File: src/rtl/tid_pkg.sv
package tid_pkg;
  function automatic int frame_len(input int hdr, input int rows, input int cols);
    return hdr + rows * (cols + 1) + cols + 1;
  endfunction
endpackage

File: src/rtl/tid_parity.sv
module tid_parity #(
  parameter int ROWS     = 10,
  parameter int COLS     = 4,
  parameter int ODD_ROWS = 2,
  localparam int ID_W    = ROWS * COLS
) (
  input  logic [ID_W-1:0] id_i,
  input  logic            odd_mode_i,
  output logic [ROWS-1:0] row_par_o,
  output logic [COLS-1:0] col_par_o
);
  for (genvar r = 0; r < ROWS; r++) begin : g_row
    localparam bit FLIP = (r < ODD_ROWS);
    assign row_par_o[r] = (^id_i[ID_W-1-COLS*r -: COLS]) ^ (odd_mode_i & FLIP);
  end

  always_comb begin
    col_par_o = '0;
    for (int r = 0; r < ROWS; r++)
      for (int c = 0; c < COLS; c++)
        col_par_o[c] ^= id_i[ID_W-COLS*(r+1)+c];
  end
endmodule

File: src/rtl/tid_frame_asm.sv
module tid_frame_asm #(
  parameter int HDR       = 9,
  parameter int ROWS      = 10,
  parameter int COLS      = 4,
  localparam int ID_W     = ROWS * COLS,
  localparam int FRAME_W  = tid_pkg::frame_len(HDR, ROWS, COLS),
  localparam int COL_BASE = HDR + ROWS * (COLS + 1)
) (
  input  logic [ID_W-1:0]    id_i,
  input  logic [ROWS-1:0]    row_par_i,
  input  logic [COLS-1:0]    col_par_i,
  output logic [FRAME_W-1:0] frame_o   // index = send order
);
  for (genvar h = 0; h < HDR; h++) begin : g_hdr
    assign frame_o[h] = 1'b1;
  end
  for (genvar r = 0; r < ROWS; r++) begin : g_row
    localparam int BASE = HDR + r * (COLS + 1);
    for (genvar j = 0; j < COLS; j++) begin : g_bit
      assign frame_o[BASE+j] = id_i[ID_W-1-COLS*r-j];
    end
    assign frame_o[BASE+COLS] = row_par_i[r];
  end
  for (genvar j = 0; j < COLS; j++) begin : g_col
    assign frame_o[COL_BASE+j] = col_par_i[COLS-1-j];
  end
  assign frame_o[FRAME_W-1] = 1'b0;
endmodule

File: src/rtl/tid_pos_ctr.sv
module tid_pos_ctr #(
  parameter int  LEN = 64,
  localparam int PW  = $clog2(LEN)
) (
  input  logic          clk_i,
  input  logic          rst_ni,
  input  logic          en_i,
  input  logic          adv_i,
  output logic [PW-1:0] pos_o,
  output logic          wrap_o
);
  localparam logic [PW-1:0] LAST = PW'(LEN - 1);

  assign wrap_o = en_i & adv_i & (pos_o == LAST);

  always_ff @(posedge clk_i or negedge rst_ni) begin
    if (!rst_ni)     pos_o <= '0;
    else if (!en_i)  pos_o <= '0;
    else if (wrap_o) pos_o <= '0;
    else if (adv_i)  pos_o <= pos_o + 1'b1;
  end
endmodule

File: src/rtl/tid_frame_gen.sv
module tid_frame_gen #(
  parameter int  HDR      = 9,
  parameter int  ROWS     = 10,
  parameter int  COLS     = 4,
  parameter int  ODD_ROWS = 2,
  localparam int ID_W     = ROWS * COLS,
  localparam int FRAME_W  = tid_pkg::frame_len(HDR, ROWS, COLS),
  localparam int PW       = $clog2(FRAME_W)
) (
  input  logic            clk_i,
  input  logic            rst_ni,
  input  logic            en_i,
  input  logic [ID_W-1:0] id_i,
  input  logic            par_mode_i,
  input  logic            adv_i,
  output logic            bit_o,
  output logic            sof_o
);
  logic [ID_W-1:0]    id_q;
  logic               mode_q;
  logic [PW-1:0]      pos_q;
  logic               wrap;
  logic [ROWS-1:0]    row_par;
  logic [COLS-1:0]    col_par;
  logic [FRAME_W-1:0] frame;

  tid_pos_ctr #(.LEN(FRAME_W)) u_pos (
    .clk_i, .rst_ni, .en_i, .adv_i,
    .pos_o (pos_q),
    .wrap_o(wrap)
  );

  // content captured only at a frame boundary or while idle
  always_ff @(posedge clk_i or negedge rst_ni) begin
    if (!rst_ni) begin
      id_q   <= '0;
      mode_q <= 1'b0;
    end else if (!en_i || wrap) begin
      id_q   <= id_i;
      mode_q <= par_mode_i;
    end
  end

  tid_parity #(.ROWS(ROWS), .COLS(COLS), .ODD_ROWS(ODD_ROWS)) u_par (
    .id_i      (id_q),
    .odd_mode_i(mode_q),
    .row_par_o (row_par),
    .col_par_o (col_par)
  );

  tid_frame_asm #(.HDR(HDR), .ROWS(ROWS), .COLS(COLS)) u_asm (
    .id_i     (id_q),
    .row_par_i(row_par),
    .col_par_i(col_par),
    .frame_o  (frame)
  );

  logic live;
  assign live  = rst_ni & en_i;
  assign bit_o = live & frame[pos_q];
  assign sof_o = live & (pos_q == '0);
endmodule

File: config.mk
export PLATFORM = sky130hd
export DESIGN_NAME = tid_frame_gen
export DESIGN_NICKNAME = d
export VERILOG_FILES = /design/src/rtl/tid_pkg.sv /design/src/rtl/tid_parity.sv /design/src/rtl/tid_frame_asm.sv /design/src/rtl/tid_pos_ctr.sv /design/src/rtl/tid_frame_gen.sv
export SDC_FILE = /design/constraint.sdc
export NUM_CORES = 1
export LEC_CHECK = 0
export ABC_CLOCK_PERIOD_IN_PS = 4100
export BUFFER_PORTS_ARGS = -buffer_cell sky130_fd_sc_hd__buf_2
export CAP_MARGIN = 20
export CORE_AREA = 5 5 89 91
export CTS_CLUSTER_DIAMETER = 120
export DETAILED_ROUTE_END_ITERATION = 8
export DIE_AREA = 0 0 94 96
export GPL_ROUTABILITY_DRIVEN = 0
export PLACE_DENSITY_LB_ADDON = 0.05
export SKIP_LAST_GASP = 1
export SYNTH_ARGS = -nofsm -noshare
export SYNTH_HDL_FRONTEND = slang
export SYNTH_SLANG_ARGS = --single-unit
File: constraint.sdc
create_clock -name clk_i -period 4.1 [get_ports clk_i]
set_input_delay 0.82 -clock clk_i [delete_from_list [all_inputs] [get_ports clk_i]]
set_output_delay 0.82 -clock clk_i [all_outputs]
set_load 0.01 [all_outputs]
==> results.sh <==
export IMPL_status="finished, final reports clean"
export IMPL_die_area_sq_mm=0.009024
export IMPL_synth_compound_area_share=0.07751
export IMPL_crit_type="register to primary output"
export IMPL_critPathRequiredTime_ns=3.28
export IMPL_switching_share=0.2923
export IMPL_grt_pass1_wl_microns=11050
export IMPL_antennaDiodeCount=0
export IMPL_drv_slew=0
export IMPL_cpMaxStageDelayCell="dfrtp_1"
export IMPL_synthArstFlopShare=1.000
export IMPL_grt_start_max_net_pins=48
export IMPL_grt_use_met3=0.02737
export IMPL_rows=31
export IMPL_syn_to_final_growth_pct=13.77
export IMPL_grtUsageMet2=0.2620
export IMPL_drt_pass1_iter_count=4
export IMPL_ios=47
export IMPL_cp_start_kind="register"
export IMPL_drive_above_1_share=0.3354
export IMPL_syn_inst=282
export IMPL_rsz0062_at_grt="no"
export IMPL_synth_seq_cells=47
export IMPL_pwr_share_seq=0.438
export IMPL_ys_flop_type="dfrtp_1"
export IMPL_drc_errors=0
export IMPL_synth_area_leader_cell="dfrtp_1"
export IMPL_synth_top_area_share=0.3795
export IMPL_clock_sinks=47
export IMPL_r2r_cells=6
export IMPL_grt_pass1_vias=2155
export IMPL_clkSlewWorstSetupHoldPaths_ns=0.09
export IMPL_clock_latency_ns=0.30
export IMPL_p_comb_frac=0.290
export IMPL_cts_tree="built"
export IMPL_internal_power_mw=0.9332
export IMPL_core_area_sq_mm=0.007059
export IMPL_hold_viol=0
export IMPL_worst_pin_slew_ns=1.029
export IMPL_pwr_share_clk=0.273
export IMPL_viasPerCell=5.145
export IMPL_fin_crit_sh=0.8753
export IMPL_cts_root_buf="clkbuf_8"
export IMPL_synth_mux_area_fraction=0.2208
export IMPL_numCtsBuffers=5
export IMPL_hold_depth=1
export IMPL_vias=2166
export IMPL_fin_setup_tns_ns=0
export IMPL_nFillCells=702
export IMPL_synth_xor_area_share=0.1881
export IMPL_finalWirelength_microns=6741
export IMPL_synth_edf_count=0
export IMPL_synth_area_leaders="dfrtp_1 38%, mux2_2 15%, xnor2_1 13%, xnor3_1 3.6%, mux2i_1 3.6%"
export IMPL_met1_usage=0.2150
export IMPL_synth_fa_ha_area_frac=0.008074
export IMPL_cp_arrival_ns=2.77
export IMPL_ant_nets=0
export IMPL_crit_chain="mux2i_1 > a211oi_1 > o31ai_1 > o21ai_0 > a311oi_1 > nor4_1 > buf_2"
export IMPL_max_slew_margin=0.3140
export IMPL_p_per_area_mw_per_mm2=374.0
export IMPL_syn_nets=329
export IMPL_worstPathBufferInverterCount=1
export IMPL_max_cap_violations=0
export IMPL_synth_simple_area_share=0.08922
export IMPL_cts_resized_gates=0
export IMPL_cts_htree_levels=2
export IMPL_busiest_layer="met2"
export IMPL_worst_path_max_fanout=25
export IMPL_post_cts_buffers=0
export IMPL_cellLeakagePower_nw=1.458
export IMPL_dp_hpwl_microns=4966
export IMPL_wl_per_cell_microns=16.01
export IMPL_syn_area_sq_mm=0.003099
export IMPL_synth_cell_types=44
export IMPL_dieWidth_microns=94
export IMPL_p_sw_mw=0.3854
export IMPL_hold_path_class="register to register"
export IMPL_die_y_microns=96
export IMPL_grt_antenna_before_repair=0
export IMPL_start_util=0.4390
export IMPL_synth_top_family_by_area="multiplexers"
export IMPL_seq_area_frac_synth=0.3795
export IMPL_fmax_ghz=0.2787
export IMPL_endpoint_kind="primary output"
export IMPL_avgSynthCellArea_sq_um=10.99
export IMPL_finalSetupViolCount=0
export IMPL_cts_hold_buf=0
export IMPL_grt_ovfl_total=0
export IMPL_final_util=0.4995
export IMPL_crit_cells=7
export IMPL_io_buffers=46
export IMPL_drtIter0Drc=80
export IMPL_track_usage=0.1584
export IMPL_clock_skew_ns=0.006361
export IMPL_cp_top_family="flip-flops"
export IMPL_yosysWarnings=0
export IMPL_clockBufferDepth=2
export IMPL_period_minus_slack_ns=3.589
export IMPL_nets=368
export IMPL_slowest_delay_ns=1.03
export IMPL_vdd_drop_max_mv=0.1479
stage by stage:
step / setup slack (ns) / hold slack (ns) / total power, mW / instance area, sq um / std cells
finish: 0.5114 / 0.5893 / 1.319 / 3526 / 421
CTS: 0.5301 / 0.5901 / 1.337 / 3526 / 421
floorplan: 1.258 / 0.5244 / 0.8807 / 3099 / 282
global route: 0.3256 / 0.6177 / 1.397 / 3526 / 421
detailed placement: 0.8226 / 0.5700 / 0.9732 / 3408 / 413
global placement: 0.8493 / 0.5657 / 0.9713 / 3408 / 413
logic make-up (layout without fill, tap and decap cells):
group	Yosys count	count (layout)
buffers and inverters	23	63
adders and majority gates	2	2
xor gates and xnor gates	57	57
and+or+nand+nor	57	57
DFF	47	47
muxes	59	59
AOI/OAI and AO/OA	37	37
placed cells by master (no fill, tap or decap), types with 3 or more instances in the layout:
cell / n
nor3_1: 4
dfrtp_1: 47
clkbuf_8: 6
or3_1: 3
mux2_1: 3
nand4_1: 3
a211oi_1: 4
and2_1: 3
mux2i_1: 11
nor2_1: 14
buf_2: 46
a21oi_1: 10
mux4_2: 3
xnor3_1: 5
nand2b_1: 3
inv_1: 4
o21ai_0: 6
mux2_2: 42
xor2_1: 5
xnor2_1: 45
nand3_1: 4
nand2_1: 17
flip-flops by register name, summed over array words and instances, names as in the netlist:
| register | flops |
|---|---|
| id_q | 40 |
| mode_q | 1 |
| u_pos.pos_o | 6 |
power groups by stage:
stage / clock, mW / combinational, mW / sequential [mW]
4_1_cts: 0.371 / 0.388 / 0.578
6_report: 0.360 / 0.382 / 0.577
5_1_grt: 0.390 / 0.420 / 0.587
3_5_place_dp: 0 / 0.385 / 0.588
2_1_floorplan: 0 / 0.325 / 0.556
3_3_place_gp: 0 / 0.385 / 0.586
routing by layer:
metal	vias up	routed length [microns]
li1	1064	-
met1	1039	3078
met2	57	3260
met3	6	331
met4	0	71
met5	-	0
path summary, 6_finish.rpt:
kind                                 from        endpoint  slack (ns)
max                        u_pos.pos_o[0]           bit_o        0.51
min                               id_q[4]         id_q[4]        0.59
max reg2reg                u_pos.pos_o[0]        id_q[16]        1.41
min reg2reg                       id_q[4]         id_q[4]        0.59
max in group asynchronous          rst_ni  u_pos.pos_o[5]        3.07
min in group asynchronous          rst_ni        id_q[19]        0.63
layout make-up:
cell class              instances  area (sq um)  area share
clock buffers                   6         82.58     0.02342
clock inverters                 2         35.03    0.009936
inverters                       6         22.52    0.006388
multi-input cells             212          1821      0.5163
flip-flops and latches         47          1176      0.3336
well taps                      99         123.9     0.03513
repair buffers                 49         265.3     0.07523
cell usage after synthesis (3+ instances only):
cell type,n
buf_4,4
mux2_2,42
inv_1,4
o21ai_0,6
nand2_1,17
mux2i_1,11
xnor2_1,45
nand2b_1,3
xnor3_1,5
nor2_1,14
clkbuf_1,3
buf_2,10
nand3_1,4
a21oi_1,10
mux2_1,3
a211oi_1,4
xor2_1,5
or3_1,3
and2_1,3
mux4_2,3
nor3_1,4
nand4_1,3
dfrtp_1,47
No activity file was read; power rests on OpenSTA's default activity.
